<file path="config.mk">
export PLATFORM = sky130hd
export DESIGN_NAME = gpio_dir_ctrl
export DESIGN_NICKNAME = d
export VERILOG_FILES = /design/src/rtl/gdir_pkg.sv /design/src/rtl/gdir_group_eval.sv /design/src/rtl/gdir_pacer.sv /design/src/rtl/gpio_dir_ctrl.sv
export SDC_FILE = /design/constraint.sdc
export NUM_CORES = 1
export LEC_CHECK = 0
export BUFFER_PORTS_ARGS = -buffer_cell sky130_fd_sc_hd__buf_2
export CELL_PAD_IN_SITES_DETAIL_PLACEMENT = 1
export CELL_PAD_IN_SITES_GLOBAL_PLACEMENT = 2
export CORE_MARGIN = 8
export CORE_UTILIZATION = 29
export CTS_CLUSTER_DIAMETER = 60
export DETAILED_ROUTE_END_ITERATION = 12
export GPL_TIMING_DRIVEN = 0
export HOLD_SLACK_MARGIN = 0.02
export PLACE_DENSITY_LB_ADDON = 0.1
export RECOVER_POWER = 100
export SYNTH_ARGS = -nofsm -noshare
export SYNTH_HDL_FRONTEND = slang
export SYNTH_SLANG_ARGS = --single-unit
</file>
<file path="constraint.sdc">
create_clock -name clk_i -period 2.8 [get_ports clk_i]
set_input_delay 0.14 -clock clk_i [delete_from_list [all_inputs] [get_ports clk_i]]
set_output_delay 0.14 -clock clk_i [all_outputs]
set_load 0.1 [all_outputs]
</file>
<file path="src/rtl/gdir_pkg.sv">
package gdir_pkg;
  localparam int unsigned PORT_W   = 32;
  localparam int unsigned NGRP     = 4;
  localparam logic [PORT_W-1:0] CHG_MASK = 32'h01FF_FF01;
  localparam logic [PORT_W-1:0] RB_MASK  = 32'h7FFF_FFFF;

  // group order sets the cfg register bit order
  function automatic logic [PORT_W-1:0] grp_mask(input int unsigned g);
    case (g)
      0:       return 32'h0000_0001;
      1:       return 32'h0000_FF00;
      2:       return 32'h00FF_0000;
      default: return 32'h0100_0000;
    endcase
  endfunction
endpackage

</file>
<file path="src/rtl/gdir_group_eval.sv">
module gdir_group_eval
  import gdir_pkg::*;
(
  input  logic [PORT_W-1:0] req_mask_i,
  input  logic [PORT_W-1:0] chg_i,
  output logic [NGRP-1:0]   fire_o
);
  for (genvar g = 0; g < NGRP; g++) begin : g_grp
    localparam logic [PORT_W-1:0] M = grp_mask(g);
    // a group moves only when every one of its bits is requested and changeable
    assign fire_o[g] = ((req_mask_i & chg_i & M) == M);
  end
endmodule

</file>
<file path="src/rtl/gdir_pacer.sv">
module gdir_pacer #(
  parameter int unsigned HOLD = 24
) (
  input  logic clk_i,
  input  logic rst_ni,
  input  logic start_i,
  output logic busy_o
);
  localparam int unsigned CW = $clog2(HOLD + 1);
  localparam logic [CW-1:0] HOLD_C = CW'(HOLD);
  logic [CW-1:0] cnt_q;

  always_ff @(posedge clk_i or negedge rst_ni) begin
    if (!rst_ni)           cnt_q <= '0;
    else if (start_i)      cnt_q <= HOLD_C;
    else if (cnt_q != '0)  cnt_q <= cnt_q - 1'b1;
  end

  assign busy_o = (cnt_q != '0);
endmodule

</file>
<file path="src/rtl/gpio_dir_ctrl.sv">
module gpio_dir_ctrl
  import gdir_pkg::*;
#(
  parameter int unsigned CLK_NS    = 5,
  parameter int unsigned SETTLE_NS = 120
) (
  input  logic        clk_i,
  input  logic        rst_ni,
  input  logic [31:0] in_avail_i,
  input  logic [31:0] out_avail_i,
  input  logic        req_valid_i,
  input  logic        req_dir_i,
  input  logic [31:0] req_mask_i,
  output logic        busy_o,
  output logic        rsp_valid_o,
  output logic [31:0] rsp_mask_o,
  output logic [31:0] in_mask_o,
  output logic [31:0] out_mask_o,
  output logic [31:0] dir_rb_o,
  output logic [3:0]  cfg_o,
  output logic        cfg_wr_o
);
  localparam int unsigned HOLD = (SETTLE_NS + CLK_NS - 1) / CLK_NS;

  logic              init_q;
  logic [PORT_W-1:0] chg_q, in_q, out_q;
  logic [NGRP-1:0]   cfg_q;
  logic              rsp_q, rsp_dir_q, wr_q;
  logic              pace_busy, accept, effective;
  logic [NGRP-1:0]   fire;
  logic [PORT_W-1:0] tgt, in_d, out_d, chg_init, shadow;
  logic [NGRP-1:0]   cfg_d;

  gdir_group_eval u_eval (
    .req_mask_i (req_mask_i),
    .chg_i      (chg_q),
    .fire_o     (fire)
  );

  gdir_pacer #(.HOLD(HOLD)) u_pacer (
    .clk_i   (clk_i),
    .rst_ni  (rst_ni),
    .start_i (effective),
    .busy_o  (pace_busy)
  );

  assign busy_o    = !init_q || pace_busy;
  assign accept    = req_valid_i && !busy_o;
  assign tgt       = req_dir_i ? out_q : in_q;
  assign effective = accept && ((req_mask_i & tgt) != req_mask_i)
                            && ((req_mask_i & chg_q) != '0);
  assign chg_init  = CHG_MASK & in_avail_i & out_avail_i;

  always_comb begin
    in_d  = in_q;
    out_d = out_q;
    cfg_d = cfg_q;
    for (int g = 0; g < NGRP; g++) begin
      if (fire[g]) begin
        cfg_d[g] = req_dir_i;
        if (req_dir_i) begin
          out_d = out_d | grp_mask(g);
          in_d  = in_d & ~grp_mask(g);
        end else begin
          in_d  = in_d | grp_mask(g);
          out_d = out_d & ~grp_mask(g);
        end
      end
    end
  end

  always_ff @(posedge clk_i or negedge rst_ni) begin
    if (!rst_ni) begin
      init_q    <= 1'b0;
      chg_q     <= '0;
      in_q      <= '0;
      out_q     <= '0;
      cfg_q     <= '0;
      rsp_q     <= 1'b0;
      rsp_dir_q <= 1'b0;
      wr_q      <= 1'b0;
    end else begin
      rsp_q <= accept;
      wr_q  <= effective;
      if (accept) rsp_dir_q <= req_dir_i;
      if (!init_q) begin
        // all groups reset to input, so changeable bits join the input mask
        init_q <= 1'b1;
        chg_q  <= chg_init;
        in_q   <= (in_avail_i & ~chg_init) | chg_init;
        out_q  <= out_avail_i & ~chg_init;
      end else if (effective) begin
        in_q  <= in_d;
        out_q <= out_d;
        cfg_q <= cfg_d;
      end
    end
  end

  always_comb begin
    shadow = '0;
    for (int g = 0; g < NGRP; g++)
      if (cfg_q[g]) shadow = shadow | grp_mask(g);
  end

  assign in_mask_o   = in_q;
  assign out_mask_o  = out_q & RB_MASK;
  assign dir_rb_o    = (shadow | out_q) & RB_MASK;
  assign cfg_o       = cfg_q;
  assign cfg_wr_o    = wr_q;
  assign rsp_valid_o = rsp_q;
  assign rsp_mask_o  = rsp_dir_q ? out_mask_o : in_mask_o;
endmodule

</file>
Yosys cells after proc, flatten, opt, wreduce, memory -nomap -nowiden
Cells that the tools add are included.
Storage, ports and cells
  logic and storage cells: 112
  register bits: 109
  input port bits: 100
  output and inout port bits: 135
Cells by class
  bitwise gates (word level): 35
  muxes and demuxes: 47
  add/sub/neg operators: 1
  equality and inequality tests: 4
  reduce and logical (&&, ||, !) cells: 13
Operator list (count)
  $mux 32: 38
  $and 32x32->32: 12
  $not 32->32: 9
  $or 32x32->32: 9
  $mux 31: 6
  $or 31x31->31: 3
  $and 25x32->32: 1
  $ne 32x32->1: 1
  $reduce_bool 32->1: 1
  $or 1x31->31: 1
  $eq 8x8->1 const B: 2
  $reduce_and 3->1: 4
  $mux 5: 2
  $reduce_bool 5->1: 1
  $sub 5x1->5 const B: 1
  $logic_and 1x1->1: 3
  $logic_not 1->1: 2
  $ne 2x1->1 const B: 1
  $reduce_bool 2->1: 1
  $logic_or 1x1->1: 1
  $mux 1: 1

Longest topological paths before layout
  word-level depth: 17
  gate-level depth with buffers: 9
  mapped depth without buffers: 8

By module
From an unflattened synthesis, not the netlist that was laid out.
Second synthesis, totals
  cell total of the unflattened synthesis: 526
  area total of the unflattened synthesis: 5290.1 µm²
Modules (own cells, without submodules)
  gpio_dir_ctrl: times used 1, sequential area each 2252.2 µm², area an instance 4942.2 µm², cells each 490
  gdir_pacer: times used 1, sequential area each 125.1 µm², area an instance 260.2 µm², cells each 24
  gdir_group_eval: times used 1, sequential area each 0.0 µm², area an instance 87.6 µm², cells each 12

Worst setup path before layout
OpenSTA, ideal clock, no wires.
  kind: reg2reg
  start point: reg out_q[17]
  end point: reg in_q[10] (netlist: in_mask_o[10])
  required time: 2.676 ns
  setup time: 0.124 ns
  path buffers: 0
  arrival: 2.453 ns
  path slack: 0.223 ns
  stages on the path, launching flop included: 7
  clock period less this slack: 2.577 ns
  path through: dfrtp_1 -> mux2i_1 -> a22oi_1 -> nand4_1 -> nor4_4 -> nor3_1 -> a211o_1
On the way
  cells in the longest elaborated chain, start to end: 6
Ends and longest elaborated chain
  from (decl): line gpio_dir_ctrl.sv:26  | logic [PORT_W-1:0] chg_q, in_q, out_q;
  from (signal assigned): line gpio_dir_ctrl.sv:91  | out_q <= out_avail_i & ~chg_init;
  from (signal assigned): line gpio_dir_ctrl.sv:94  | out_q <= out_d;
  $mux 32: line gpio_dir_ctrl.sv:49  | assign tgt = req_dir_i ? out_q : in_q;
  $and 32x32->32: line gpio_dir_ctrl.sv:50  | assign effective = accept && ((req_mask_i & tgt) != req_mask_i)
  $ne 32x32->1: line gpio_dir_ctrl.sv:50
  $logic_and 1x1->1: line gpio_dir_ctrl.sv:50
  $logic_and 1x1->1: line gpio_dir_ctrl.sv:51  | && ((req_mask_i & chg_q) != '0);
  $ne 2x1->1 (no line)
  to (signal assigned): line gpio_dir_ctrl.sv:90  | in_q <= (in_avail_i & ~chg_init) | chg_init;
  to (signal assigned): line gpio_dir_ctrl.sv:93  | in_q <= in_d;
  to (decl): line gpio_dir_ctrl.sv:26
Every way passes these cells.
A chain may end at the register's enable or synchronous reset.

Worst setup path after layout
  start point: reg init_q
  end point: out busy_o
On the way
  cells in the longest elaborated chain, start to end: 2
Ends and longest elaborated chain
  from (decl): line gpio_dir_ctrl.sv:25  | logic init_q;
  from (signal assigned): line gpio_dir_ctrl.sv:74  | init_q <= 1'b0;
  from (signal assigned): line gpio_dir_ctrl.sv:88  | init_q <= 1'b1;
  $logic_not 1->1
  $logic_or 1x1->1: line gpio_dir_ctrl.sv:47  | assign busy_o = !init_q || pace_busy;
  to (decl): line gpio_dir_ctrl.sv:14  | output logic busy_o,
Every way passes these cells.

==> metrics.md <==
| Metric | Value |
|---|---|
| WP data arrival | 2.42 ns |
| CTS tree | built |
| Setup violators final | 0 |
| Fraction of layout instances using a drive strength above 1 | 36.46% |
| Syn Area/Cell | 11.37 um^2 |
| Post-Synth XOR/XNOR Area | 0.3335% |
| Post-synth ARST share | 100.0% |
| Synth cell types | 37 |
| Worst Tran Pin Value | 1.410 ns |
| Synth Area in Adders | 0.4764% |
| IO Count | 235 |
| Synthesized instance count | 462 |
| Max Cap Viol | 0 |
| Initial antenna violation count | 4 |
| Critical path origin | init_q |
| Internal | 3.207 mW |
| Critical Path RT | 2.66 ns |
| Total track usage | 19.67% |
| RePlAce Congestion | 0.8083 |
| Seq cells post-synth | 95 |
| Most frequent cells in the layout | clkbuf_1, buf_2, dfrtp_1 |
| R2r startpoint | u_pacer.cnt_q[0] |
| Clock latency at the later pin of the worst-skew pair | 0.36 ns |
| DR WL/cell | 22.71 um |
| Worst VDD drop | 539.6 uV |
| CTS sink cnt | 95 |
| Num CTS Buffers | 9 |
| Routed Wire Length | 22410 um |
| Largest family of logic cells by synthesized area | multiplexers |
| DRT Pass-1 Iters | 4 |
| Area share of and/or/nand/nor cells after synthesis | 14.60% |
| Cells on worst reg2reg path | 7 |
| Crit path to | busy_o |
| Worst Hold Class | primary input to flip-flop |
| Worst-path maximum fanout | 10 |
| Status | complete, no violations |
| Mapped Area | 5253 um^2 |
| Compound-cell area share of the yosys netlist | 13.72% |
| DIE AREA | 22670 um^2 |
| Final worst path period share | 91.35% |
| Clock slew at reported path FFs | 0.07 ns |
| Seq pwr share | 25.3% |
| Clk network pwr share | 22.4% |
| Post-synth EDFFs | 0 |
| Commonest register cell after synthesis | dfrtp_1 |
| RSZ-0062 raised after global routing | no |
| Nets | 854 |
| Vias in the first global route | 5538 |
| Vias post-DR | 4912 |
| Core area | 17840 um^2 |
| Synth-to-Final Area Change | 42.50% |
| CTS HTree Levels | 3 |
| Hpwl dp | 17120 um |
| Fmax | 391.0 MHz |
| Synth Warn # | 0 |
| Most common cell after layout, fill and taps aside | clkbuf_1 |
| Pin count of the biggest net entering global routing | 53 |
| Final TNS setup | 0 ns |
| First-pass GRT wire length | 33410 um |
| Capturing point of the worst reg2reg path | in_mask_o[18] |
| Setup Skew | 0.01020 ns |
| DR top layer | met5 |
| Root Driver | clkbuf_16 |
| Sequential fraction of the synthesis area | 45.26% |
| Final hold vios | 0 |
| Wire length on met2 | 10650 um |
| Switching power | 3.559 mW |
| Wire length on met1 | 9584 um |
| Mux cell area share after synthesis | 18.75% |
| Avg Vias per Cell | 4.977 |
| Setup CP Type | flip-flop to output port |
| Detail Route Antenna Nets | 0 |
| Relative slew margins | 5.987% |
| DRC | 0 |
| Overall Power | 6.766 mW |
| GRT overflow | 0 |
| Buffers added on ports | 231 |
| Final Max Slew Viols | 0 |
| Max clock buf depth | 2 |
| Pleak | 3.554 nW |
| R2R setup slack | 0.28 ns |
| DRT iter0 DRCs | 251 |
| Minimum clock period | 2.558 ns |
| Crit start category | flip-flop |
| Row cnt | 49 |
| Die Ht | 150.6 um |
| Die W | 150.6 um |
| PwrDens | 904.0 nW/um^2 |
| Switching Share | 52.61% |
| Logic pwr share | 52.2% |
| Kind of end point of the critical path | output port |
| Met3 wire length | 1729 um |
| Initial Utilization | 29.44% |
==> Yosys cell counts (all sizes together), types with 8 or more instances <==
| master | instances | area, um^2 |
|---|---|---|
| nand4 | 15 | 93.84 |
| mux2i | 32 | 320.3 |
| or2 | 19 | 118.9 |
| dfrtp | 95 | 2377 |
| a22o | 17 | 148.9 |
| nand2 | 26 | 97.59 |
| buf | 41 | 304.0 |
| a22oi | 19 | 142.6 |
| nor2 | 8 | 30.03 |
| nor3 | 8 | 40.04 |
| a211o | 34 | 297.8 |
| nor2b | 18 | 112.6 |
| clkbuf | 9 | 33.78 |
| nor3b | 16 | 120.1 |
| mux2 | 59 | 664.4 |
==> what timing repair did <==
| item | 4_1_cts | 5_1_grt |
|---|---|---|
| setup endpoints to repair | 36 | 38 |
| pin swaps | 2 | 1 |
| resized for setup | 4 | 5 |
| endpoints found under the hold margin | 89 | 0 |
| cloned | 0 | 0 |
| hold buffers | 39 | 0 |
| setup buffers | 2 | 5 |
==> registers in the layout (all words and copies together) (netlist names) <==
| name | cells |
|---|---|
| cfg_o | 4 |
| cfg_wr_o | 1 |
| chg_q | 18 |
| in_mask_o | 32 |
| init_q | 1 |
| out_q | 32 |
| rsp_dir_q | 1 |
| rsp_valid_o | 1 |
| u_pacer.cnt_q | 5 |
==> power groups by stage <==
stage	Clock, mW	Sequential (mW)	Combinational, mW
finish	1.52	1.71	3.54
global route	1.61	1.74	3.68
CTS	1.56	1.70	3.61
detailed placement	0	1.73	3.55
global placement	0	1.72	3.52
floorplan	0	2.23	2.37
==> cell families (layout without fill, tap and decap cells) <==
family,after synthesis,after routing
muxes,91,91
DFF,95,95
adders and majority gates,2,2
other,2,4
xor gates and xnor gates,2,2
buffers and inverters,54,348
and+or+nand+nor,128,128
AOI/OAI and AO/OA,88,88
==> routing by layer <==
layer	GRT usage, %	vias up
li1	-	2278
met1	24.51	2430
met2	32.38	170
met3	5.320	28
met4	6.482	6
met5	0	-
==> critical path, cell delays in order, from the launching register on <==
cell and delay [ns]:
dfrtp_1 0.37, clkbuf_1 0.38, clkbuf_2 0.40, clkbuf_1 0.38, nand2_1 0.13, clkbuf_2 0.40
==> how the worst min path moves through the flow <==
stage | depth (start not counted) | endpoint | slack, ns | startpoint
finish | 2 | chg_q[12] | 0.04 | out_avail_i[12]
global route | 2 | chg_q[19] | 0.03 | out_avail_i[19]
CTS | 2 | chg_q[19] | 0.02 | out_avail_i[19]
detailed placement | 1 | out_q[25] | 0.25 | rst_ni
global placement | 2 | chg_q[8] | 0.37 | out_avail_i[8]
floorplan | 0 | cfg_o[0] | -0.16 | rst_ni
==> area by class of cell <==
type | count | area [um^2]
diodes | 1 | 2.502
inverters | 4 | 15.01
flip-flops and latches | 95 | 2377
multi-input cells | 314 | 2580
plain buffers | 50 | 339.1
clock buffers | 10 | 229.0
repair buffers | 278 | 1523
fillers | 2106 | 10360
well taps | 229 | 286.5
clock inverters | 6 | 132.6
==> through the flow <==
| stage | cells | utilization [%] | worst slack [ns] | cell area [um^2] | hold slack [ns] |
|---|---|---|---|---|---|
| after floorplan | 463 | - | 0.2233 | 5256 | -0.1556 |
| after global placement | 923 | 37.55 | -0.4318 | 6699 | 0.3709 |
| after detailed placement | 924 | 37.72 | -0.4963 | 6729 | 0.2454 |
| after CTS | 981 | 42.31 | -0.1784 | 7548 | 0.02201 |
| after global routing | 987 | 41.95 | 0.04816 | 7485 | 0.03231 |
| final | 987 | 41.95 | 0.2423 | 7485 | 0.03611 |
No activity file was read; power rests on OpenSTA's default activity.
